`src/rtl/pwm_dt_pkg.sv`:
```
package pwm_dt_pkg;

  // Static configuration of one output leg
  typedef struct packed {
    logic en;        // channel enable
    logic pol;       // 1 = active-low pin
    logic idle_lvl;  // pin level in idle operation
  } leg_cfg_t;

  // Registered pin state of one leg
  typedef struct packed {
    logic pin;
    logic oe;
  } leg_out_t;

  localparam int unsigned NUM_LEGS = 2;
  localparam int unsigned LEG_POS  = 0;
  localparam int unsigned LEG_NEG  = 1;

endpackage

```
`src/rtl/dt_code_decoder.sv`:
```
module dt_code_decoder #(
  parameter int unsigned CODE_W = 8,
  parameter int unsigned LEN_W  = 10
) (
  input  logic [CODE_W-1:0] code,
  output logic [LEN_W-1:0]  len
);
  localparam int unsigned MAX_LEN = (32 + 31) * 16;

  logic [LEN_W-1:0] base_fine;
  logic [LEN_W-1:0] base_mid;
  logic [LEN_W-1:0] base_coarse;

  always_comb begin
    base_fine   = LEN_W'(code[6:0]);
    base_mid    = LEN_W'(7'd64 + {1'b0, code[5:0]});
    base_coarse = LEN_W'(6'd32 + {1'b0, code[4:0]});
    if (!code[7])      len = base_fine;
    else if (!code[6]) len = base_mid << 1;
    else if (!code[5]) len = base_coarse << 3;
    else               len = base_coarse << 4;
  end

  // Decoded length stays within the longest range of the code
  always_comb begin
    assert_len_range_R4: assert (32'(len) <= MAX_LEN);
  end

endmodule

```
`src/rtl/dt_edge_timer.sv`:
```
module dt_edge_timer #(
  parameter int unsigned LEN_W = 10
) (
  input  logic             clk,
  input  logic             rst,
  input  logic             tick,
  input  logic             ref_in,
  input  logic             both_en,
  input  logic [LEN_W-1:0] dt_len,
  output logic             raw_pos,
  output logic             raw_neg
);
  localparam logic [LEN_W-1:0] CNT_SAT = '1;

  logic             ref_q;
  logic [LEN_W-1:0] cnt;
  logic             expired;

  always_ff @(posedge clk) begin
    if (rst) begin
      ref_q <= 1'b0;
      cnt   <= '0;
    end else if (ref_in != ref_q) begin
      ref_q <= ref_in;
      cnt   <= '0;
    end else if (tick && cnt != CNT_SAT) begin
      cnt <= cnt + 1'b1;
    end
  end

  assign expired = (cnt >= dt_len);

  always_comb begin
    if (both_en) begin
      raw_pos = ref_q & expired;
      raw_neg = ~ref_q & expired;
    end else begin
      raw_pos = ref_q;
      raw_neg = ref_q;
    end
  end

  // Without a tick and without a reference edge, the delayed legs hold
  assert_hold_without_tick_R14: assert property (@(posedge clk) disable iff (rst)
    (!$past(rst) && !$past(tick) && $stable(ref_q) && $stable(dt_len) && $stable(both_en))
      |-> ($stable(raw_pos) && $stable(raw_neg)));

endmodule

```
`src/rtl/pin_off_state.sv`:
```
module pin_off_state
  import pwm_dt_pkg::*;
(
  input  logic     clk,
  input  logic     rst,
  input  logic     main_oe,
  input  logic     run_drive,
  input  logic     idle_drive,
  input  logic     any_en,
  input  leg_cfg_t cfg,
  input  logic     raw,
  output leg_out_t q
);
  leg_out_t nxt;

  always_comb begin
    if (main_oe) begin
      if (cfg.en) begin
        nxt.pin = raw ^ cfg.pol;
        nxt.oe  = 1'b1;
      end else begin
        nxt.pin = cfg.pol;
        nxt.oe  = run_drive & any_en;
      end
    end else begin
      nxt.pin = cfg.idle_lvl;
      nxt.oe  = idle_drive & any_en;
    end
  end

  always_ff @(posedge clk) begin
    if (rst) q <= '0;
    else     q <= nxt;
  end

  assert_run_release_R8: assert property (@(posedge clk) disable iff (rst)
    (main_oe && !run_drive && !cfg.en) |=> !q.oe);

  assert_run_inactive_R9: assert property (@(posedge clk) disable iff (rst)
    (main_oe && run_drive && !cfg.en && any_en) |=> (q.oe && q.pin == $past(cfg.pol)));

  assert_idle_release_R10: assert property (@(posedge clk) disable iff (rst)
    (!main_oe && !idle_drive) |=> !q.oe);

  assert_idle_level_R11: assert property (@(posedge clk) disable iff (rst)
    (!main_oe && idle_drive && any_en) |=> (q.oe && q.pin == $past(cfg.idle_lvl)));

endmodule

```
`src/rtl/pwm_comp_pair.sv`:
```
module pwm_comp_pair
  import pwm_dt_pkg::*;
#(
  parameter int unsigned CODE_W = 8,
  parameter int unsigned LEN_W  = 10
) (
  input  logic              clk,
  input  logic              rst,
  input  logic              dt_tick,
  input  logic              ref_in,
  input  logic              en_pos,
  input  logic              en_neg,
  input  logic              main_oe,
  input  logic              run_drive,
  input  logic              idle_drive,
  input  logic              idle_lvl_pos,
  input  logic              idle_lvl_neg,
  input  logic              pol_pos,
  input  logic              pol_neg,
  input  logic [CODE_W-1:0] dt_code,
  output logic              pin_pos,
  output logic              oe_pos,
  output logic              pin_neg,
  output logic              oe_neg
);
  logic [LEN_W-1:0]     dt_len;
  logic [NUM_LEGS-1:0]  raw;
  leg_cfg_t             cfg   [NUM_LEGS];
  leg_out_t             legq  [NUM_LEGS];
  logic                 any_en;

  assign any_en = en_pos | en_neg;

  assign cfg[LEG_POS] = '{en: en_pos, pol: pol_pos, idle_lvl: idle_lvl_pos};
  assign cfg[LEG_NEG] = '{en: en_neg, pol: pol_neg, idle_lvl: idle_lvl_neg};

  dt_code_decoder #(.CODE_W(CODE_W), .LEN_W(LEN_W)) i_dec (
    .code (dt_code),
    .len  (dt_len)
  );

  dt_edge_timer #(.LEN_W(LEN_W)) i_timer (
    .clk     (clk),
    .rst     (rst),
    .tick    (dt_tick),
    .ref_in  (ref_in),
    .both_en (en_pos & en_neg),
    .dt_len  (dt_len),
    .raw_pos (raw[LEG_POS]),
    .raw_neg (raw[LEG_NEG])
  );

  for (genvar g = 0; g < NUM_LEGS; g++) begin : g_leg
    pin_off_state i_leg (
      .clk        (clk),
      .rst        (rst),
      .main_oe    (main_oe),
      .run_drive  (run_drive),
      .idle_drive (idle_drive),
      .any_en     (any_en),
      .cfg        (cfg[g]),
      .raw        (raw[g]),
      .q          (legq[g])
    );
  end

  assign pin_pos = legq[LEG_POS].pin;
  assign oe_pos  = legq[LEG_POS].oe;
  assign pin_neg = legq[LEG_NEG].pin;
  assign oe_neg  = legq[LEG_NEG].oe;

  // Both legs enabled in run operation: never active at the same time
  assert_no_overlap_R5: assert property (@(posedge clk) disable iff (rst)
    (main_oe && en_pos && en_neg)
      |=> !((pin_pos ^ $past(pol_pos)) && (pin_neg ^ $past(pol_neg))));

endmodule

```
`config.mk`:
```
export PLATFORM = sky130hd
export DESIGN_NAME = pwm_comp_pair
export DESIGN_NICKNAME = d
export VERILOG_FILES = /design/src/rtl/pwm_dt_pkg.sv /design/src/rtl/dt_code_decoder.sv /design/src/rtl/dt_edge_timer.sv /design/src/rtl/pin_off_state.sv /design/src/rtl/pwm_comp_pair.sv
export SDC_FILE = /design/constraint.sdc
export NUM_CORES = 1
export LEC_CHECK = 0
export BUFFER_PORTS_ARGS = -buffer_cell sky130_fd_sc_hd__buf_2
export CAP_MARGIN = 10
export CORE_MARGIN = 3
export CORE_UTILIZATION = 53
export DETAILED_ROUTE_END_ITERATION = 12
export PLACE_DENSITY_LB_ADDON = 0.25
export SLEW_MARGIN = 15
export SYNTH_ARGS = -nofsm -noshare
export SYNTH_HDL_FRONTEND = slang
export SYNTH_SLANG_ARGS = --single-unit
```
`constraint.sdc`:
```
create_clock -name clk -period 2.4 [get_ports clk]
set_input_delay 0.12 -clock clk [delete_from_list [all_inputs] [get_ports clk]]
set_output_delay 0.12 -clock clk [all_outputs]
set_load 0.01 [all_outputs]
```
==> summary.md, run 1 <==
| Metric | Value |
|---|---|
| Worst VDD drop | 0.3656 mV |
| Worst reg-to-reg path cell count | 6 |
| Share of layout cells above drive strength 1 | 0.1938 |
| Final wirelength | 2.406 mm |
| Die footprint | 2687 um2 |
| R2r startpoint | i_timer.cnt[5] |
| Flops & latches, synth | 15 |
| Max cap viols | 0 |
| Initial Utilization | 0.5993 |
| CP delay by family, top | compound AO/OA/AOI/OAI gates |
| Worst Path Buf+Inv | 0 |
| Max clock buf depth | 2 |
| Worst EP arrival | 2220 ps |
| CP endpoint kind | flop |
| Boundary Pins | 25 |
| Final Non-Filler Cells | 185 |
| Worst Setup Start Kind | flop |
| Part of the Yosys area used for sequential elements | 0.2697 |
| First-pass GRT wire length | 4.043 mm |
| Levels on crit path | 6 |
| Crit path kind | flop to flop |
| Final Setup Violations | 0 |
| Crit-path max FO | 7 |
| Placed cells | 181 |
| Clock root buffer | clkbuf_4 |
| FMAX | 490.4 MHz |
| Net count, final | 193 |
| GRT Util Overall | 0.1972 |
| Syn Inst Count | 136 |
| Worst r2r dst | g_leg[1].i_leg.q[1] |
| Row count | 15 |
| Leak | 0.5650 nW |
| Hpwl dp | 1.985 mm |
| Clock Latency Late Sink | 280 ps |
| Clock-pin slew on the worst setup and hold paths | 100 ps |
| Largest net degree at the start of global routing | 13 |
| CORE AREA | 1858 um2 |
| Vias per std cell | 5.627 |
| Crit path to | g_leg[1].i_leg.q[1] |
| Top cells by area, synth | dfxtp_1 (27%), ha_1 (12%), nor2_1 (5.7%) |
| Post-Syn Area | 1114 um2 |
| RSZ-0062 raised after global routing | no |
| Global route overflow | 0 |
| Mean Syn Cell Area | 8.188 um2 |
| Final slew viol count | 0 |
| Antenna violations before repair | 0 |
| Area Overhead vs Synth | 14.72% |
| Initial drt markers | 29 |
| Worst-path cell with the longest stage delay | dfxtp_1 |
| Wire per inst | 13.01 um |
| Warnings from Yosys | 0 |
| Slew HR | 0.6851 |
| Die Wd | 51.84 um |
| Clock sinks | 15 |
| Clock period minus worst slack | 2039 ps |
| Clk_skew | 7.809 ps |
| Die height | 51.84 um |
| HP Class | input pin to flop |
| Outcome | completed |
| Most common cell in the netlist | nor2_1 |
| Postcts setup bufs | 0 |
| # hold bufs at CTS | 0 |
| Clock buffer count from CTS | 3 |
| PwrDens | 401.3 nW/um2 |
| CP max stage delay | 450 ps |
| DRC errors left | 0 |
| First-pass iteration count of the detailed router | 4 |
| Antenna Cells | 0 |
| Global placement routability congestion | 0.8435 |
| PortBufs | 24 |
| CTS H-Tree Depth | 1 |
| Final Cycle Share | 0.8497 |
| Main synth FF type | dfxtp_1 |
| Yosys cell types | 33 |
| FFs w/ async S/R, synth | 0 |
| Resized Gates After CTS | 0 |
| EDFF count, synth | 0 |
| Worst-margin pin slew | 469.1 ps |
| Clock tree from TritonCTS | built |
| Post-Route Setup TNS | 0 ps |
| Syn Nets | 168 |
| Worst-path cell chain | ha_1 > and2_1 > a221o_1 > a31oi_1 > o21ai_0 > a2111oi_2 |
| Worst setup path startpoint | i_timer.cnt[5] |
| Via count | 1041 |
| Number of global-route vias before repair | 949 |
| Synth top area share | 0.2697 |
| Antenna-violating nets left | 0 |
| Required @ worst endpoint | 2580 ps |
| Largest area contributor in the netlist | dfxtp_1 |
| Hold Violations, Final | 0 |
| R2R setup slack | 360 ps |
| Synth cell count leaders | nor2_1 (17), dfxtp_1 (15), ha_1 (11), nand2_1 (11), inv_1 (9) |
==> cells in the final DEF, fill, tap and decap left out, drive strengths merged, types with 2 or more instances in the layout <==
master   instances
o211ai           2
mux2i            3
ha              11
clkbuf           3
nand3            7
dfxtp           15
xnor2            7
inv              9
nand4            2
a21o             2
xor2             2
buf             24
nor2            17
nand2           11
a22oi            3
and2             2
o21ai            6
a211oi           2
a21oi            7
nand2b           4
a2111oi          2
and4             3
nor2b            3
and3b            2
==> cells by family (layout without fill, tap and decap cells) <==
| logic type | Yosys count | after routing | synth area share |
|---|---|---|---|
| AND/OR/NAND/NOR | 52 | 52 | 0.2326 |
| multiplexers | 3 | 3 | 0.02697 |
| adder cells (fa/ha/maj) | 11 | 11 | 0.1236 |
| XOR/XNOR | 9 | 9 | 0.07079 |
| AO/OA/AOI/OAI | 33 | 33 | 0.2326 |
| buffers and inverters | 13 | 37 | 0.04381 |
| flip-flops | 15 | 15 | 0.2697 |
==> where the power goes <==
part	switching (W)	total [W]	internal [W]	leakage [nW]
clock network	0.0000828	0.000144	0.0000617	0.0177
registers	0.00000334	0.000259	0.000256	0.122
logic	0.0000603	0.000109	0.0000485	0.425
total	0.000146	0.000513	0.000366	0.565
==> worst min path at each step <==
stage,slack (ps),start,endpoint,cells past startpoint
floorplan,190,rst,g_leg[0].i_leg.q[1],1
global placement,360,rst,g_leg[1].i_leg.q[1],2
detailed placement,370,ref_in,i_timer.ref_q,2
CTS,60,rst,g_leg[0].i_leg.q[1],2
global route,70,rst,g_leg[1].i_leg.q[1],2
finish,60,rst,g_leg[0].i_leg.q[1],2
==> cell type report <==
| cell class | instances | area, um2 |
|---|---|---|
| Tap cell | 25 | 31.28 |
| Clock buffer | 3 | 22.52 |
| Clock inverter | 1 | 5.005 |
| Multi-Input combinational cell | 108 | 764.5 |
| Inverter | 9 | 33.78 |
| Timing Repair Buffer | 24 | 120.1 |
| Sequential cell | 15 | 300.3 |
| Fill cell | 166 | 580.6 |
==> routing by layer <==
layer / up-vias / global-route usage / share of wire
met5: - / 0 / 0
met4: 0 / 0.05240 / 0.0071
met3: 2 / 0.02579 / 0.058
met2: 32 / 0.3368 / 0.47
met1: 470 / 0.2579 / 0.46
li1: 537 / - / -
==> registers in the layout (all words and copies together) (netlist names) <==
name           count
g_leg.i_leg.q      4
i_timer.cnt       10
i_timer.ref_q      1
==> worst register-to-register path, stage by stage (launching register included) <==
cell       delay [ps]
dfxtp_1           450
ha_1              280
and2_1            180
a221o_1           330
a31oi_1           240
o21ai_0           150
a2111oi_2         310
==> stage by stage <==
step / power (W) / setup slack, ps / instance area, um2 / utilization / hold WS (ps)
after detailed placement: 0.0003736 / 130.6 / 1250 / 0.6727 / 365.6
after CTS: 0.0005195 / 366.6 / 1277 / 0.6875 / 56.97
after global routing: 0.0005424 / 231.4 / 1277 / 0.6875 / 68.23
after floorplan: 0.0003314 / 201.9 / 1114 / - / 188.9
final: 0.0005127 / 360.7 / 1277 / 0.6875 / 61.54
after global placement: 0.0003682 / 226.7 / 1250 / 0.6727 / 359.7
Power figures use the tool's default switching activity.
==> inputs of run 2 (changes only) <==
- ABC_AREA: default -> 1
- CORE_UTILIZATION: 53 -> 54
- clock period: 2.4 -> 2.01 ns (I/O delays scaled with it)
==> run 2 against run 1 <==
Against the previous run:
- worst setup slack worse by 110 ps
- hold slack got worse by 28 ps
- combinational power up 29%
- design area is 8.0% higher
- via count grew 21%
==> summary.md, run 2 <==
| Metric | Value |
|---|---|
| Final slew viol count | 0 (unchanged) |
| Hold depth | 3 (was 2) |
| Syn Nets | 214 (was 168) |
| Global route overflow | 0 (unchanged) |
| Vias per std cell | 5.333 (was 5.627) |
| Net count, final | 243 (was 193) |
| Clk_skew | 6.428 ps (was 7.809 ps) |
| Flops & latches, synth | 15 (unchanged) |
| PwrDens | 462.7 nW/um2 (was 401.3 nW/um2) |
| Clock root buffer | clkbuf_4 (unchanged) |
| Initial drt markers | 25 (was 29) |
| Most common cell after layout, fill and taps aside | nand2_1 (was buf_2) |
| Hold Path End | i_timer.ref_q (was g_leg[0].i_leg.q[1]) |
| First-pass iteration count of the detailed router | 4 (unchanged) |
| Share of layout cells above drive strength 1 | 0.2000 (was 0.1938) |
| Top cells by area, synth | dfxtp_1 (25%), nand2_1 (12%), ha_1 (11%) (was dfxtp_1 (27%), ha_1 (12%), nor2_1 (5.7%)) |
| Met1 usage | 0.2560 (was 0.2579) |
| Worst EP arrival | 1960 ps (was 2220 ps) |
| Post-Syn Area | 1199 um2 (was 1114 um2) |
| Global placement routability congestion | 0.8171 (was 0.8435) |
| Clock tree from TritonCTS | built (unchanged) |
| Synth cell count leaders | nand2_1 (39), inv_1 (30), nor2_1 (25) (was nor2_1 (17), dfxtp_1 (15), ha_1 (11), nand2_1 (11), inv_1 (9)) |
| Max cap viols | 0 (unchanged) |
| Die Wd | 53.12 um (was 51.84 um) |
| Row count | 16 (was 15) |
| CTS H-Tree Depth | 1 (unchanged) |
| Clock period minus worst slack | 1755 ps (was 2039 ps) |
| Wire per inst | 11.49 um (was 13.01 um) |
| Worst-margin pin slew | 359.6 ps (was 469.1 ps) |
| Antenna-violating nets left | 0 (unchanged) |
| DRC errors left | 0 (unchanged) |
| Clock-pin slew on the worst setup and hold paths | 100 ps (about the same) |
| Yosys cell types | 27 (was 33) |
| Final wirelength | 2.722 mm (was 2.406 mm) |
| PortBufs | 24 (unchanged) |
| Syn Inst Count | 182 (was 136) |
| CP endpoint kind | flop (unchanged) |
| HP Class | input pin to flop (unchanged) |
| Clock sinks | 15 (unchanged) |
| Top Usage Layer GRT | met2 (unchanged) |
| Biggest register | i_timer.cnt (unchanged) |
| Clock buffer count from CTS | 3 (unchanged) |
| Clock Latency Late Sink | 300 ps (was 280 ps) |
| Largest area contributor in the netlist | dfxtp_1 (unchanged) |
| Die footprint | 2821 um2 (was 2687 um2) |
| Number of global-route vias before repair | 1145 (was 949) |
| Hold Violations, Final | 0 (unchanged) |
| Outcome | completed (unchanged) |
| Hpwl dp | 2.225 mm (was 1.985 mm) |
| Area Overhead vs Synth | 15.14% (was 14.72%) |
| Die height | 53.12 um (was 51.84 um) |
| Post-Route Setup TNS | 0 ps (unchanged) |
| Required @ worst endpoint | 2220 ps (was 2580 ps) |
| Slew HR | 0.7595 (was 0.6851) |
| Post-Route Utilization | 0.6826 (was 0.6875) |
| Via count | 1264 (was 1041) |
| Worst r2r dst | g_leg[0].i_leg.q[1] (was g_leg[1].i_leg.q[1]) |
| Max reg flops | 10 (unchanged) |
| Crit path kind | flop to flop (unchanged) |
| R2r startpoint | i_timer.cnt[0] (was i_timer.cnt[5]) |
| Global Route met3 Usage | 0.04507 (was 0.02579) |
| Final Setup Violations | 0 (unchanged) |
| Worst reg-to-reg path cell count | 14 (was 6) |
| Fin Hold WS | 33.74 ps (was 61.54 ps) |
| Resized Gates After CTS | 0 (unchanged) |
| R2R setup slack | 250 ps (was 360 ps) |
| Mean Syn Cell Area | 6.586 um2 (was 8.188 um2) |
| EDFF count, synth | 0 (unchanged) |
| Warnings from Yosys | 0 (unchanged) |
| Most frequent cells in the layout | nand2_1 (39), inv_1 (30), nor2_1 (25) (was buf_2 (24), nor2_1 (17), dfxtp_1 (15)) |
| Worst Setup Start Kind | flop (unchanged) |
| Antenna Cells | 0 (unchanged) |
| Synth top area share | 0.2505 (was 0.2697) |
| First-pass GRT wire length | 4.629 mm (was 4.043 mm) |
| Largest net degree at the start of global routing | 11 (was 13) |
| Initial Utilization | 0.5928 (was 0.5993) |
| Max clock buf depth | 2 (unchanged) |
| Routing usage on met2 | 0.3843 (was 0.3368) |
| Worst Hold Launch | ref_in (was rst) |
| FMAX | 569.7 MHz (was 490.4 MHz) |
| Worst VDD drop | 0.4160 mV (was 0.3656 mV) |
| Biggest regs | i_timer.cnt (10), g_leg.i_leg.q (4), i_timer.ref_q (1) (unchanged) |
| Crit-path max FO | 4 (was 7) |
| Final Cycle Share | 0.8734 (was 0.8497) |
| RSZ-0062 raised after global routing | no (unchanged) |
| Main synth FF type | dfxtp_1 (unchanged) |
| Leak | 0.6854 nW (was 0.5650 nW) |
| FFs w/ async S/R, synth | 0 (unchanged) |
| GRT Util Overall | 0.2215 (was 0.1972) |
| Most common cell in the netlist | nand2_1 (was nor2_1) |
| Boundary Pins | 25 (unchanged) |
| Postcts setup bufs | 0 (unchanged) |
| Part of the Yosys area used for sequential elements | 0.2505 (was 0.2697) |
| # hold bufs at CTS | 0 (unchanged) |
| Antenna violations before repair | 0 (unchanged) |
| CORE AREA | 2022 um2 (was 1858 um2) |
-- run 2: cell families after synthesis --
group	synth area share
adder cells (fa/ha/maj)	0.1148
flip-flops	0.2505
AO/OA/AOI/OAI	0.1764
buffers and inverters	0.1075
AND/OR/NAND/NOR	0.3288
XOR/XNOR	0.02192
-- run 2: how the worst max path moves through the flow --
stage	startpoint	endpoint	slack, ps	cells after the start
after floorplan	dt_code[7]	g_leg[0].i_leg.q[1]	430	18
final	i_timer.cnt[0]	g_leg[0].i_leg.q[1]	250	14
after CTS	i_timer.cnt[0]	g_leg[0].i_leg.q[1]	260	14
after global routing	dt_code[7]	g_leg[0].i_leg.q[1]	30	18
after detailed placement	dt_code[7]	g_leg[0].i_leg.q[1]	7	19
after global placement	dt_code[7]	g_leg[0].i_leg.q[1]	180	18
-- run 2: per-layer routing --
layer	vias up	share of wire
met5	-	0
met4	0	0.030
met3	9	0.064
met2	42	0.46
met1	567	0.44
li1	646	-
-- run 2: stage by stage --
stage | worst slack, ps | total power (W) | std cells | instance area, um2
after floorplan | 428.1 | 0.0004014 | 182 | 1199
after global placement | 180.1 | 0.0004499 | 233 | 1353
after detailed placement | 6.501 | 0.0004576 | 233 | 1353
after CTS | 263.5 | 0.0006413 | 237 | 1380
after global routing | 30.70 | 0.0006718 | 237 | 1380
final | 254.6 | 0.0006386 | 237 | 1380
-- run 2: final cells by class --
class | instances | area, um2
multi-input combinational | 134 | 769.5
fill | 175 | 641.9
clock inverter | 1 | 5.005
tap | 27 | 33.78
timing repair buffer | 24 | 120.1
sequential | 15 | 300.3
inverter | 33 | 128.9
clock buffer | 3 | 22.52
-- run 2: worst max-delay path, cell delays in order (launching register included) --
cell	delay (ps)
dfxtp_1	430
inv_1	140
ha_1	310
inv_1	50
nand2_1	40
nand2_1	50
nand2_1	60
nand3_1	70
nand3_1	90
nor2_1	130
nor2_1	60
nand2_1	50
nand3_1	70
nand2_1	70
inv_1	30
-- run 2: report_power, final --
group | switching, W | internal [W] | leakage, nW | total, W
clock | 0.000111 | 0.0000743 | 0.0177 | 0.000186
sequential | 0.00000594 | 0.000306 | 0.122 | 0.000312
combinational | 0.0000868 | 0.0000542 | 0.545 | 0.000141
total | 0.000204 | 0.000435 | 0.685 | 0.000639
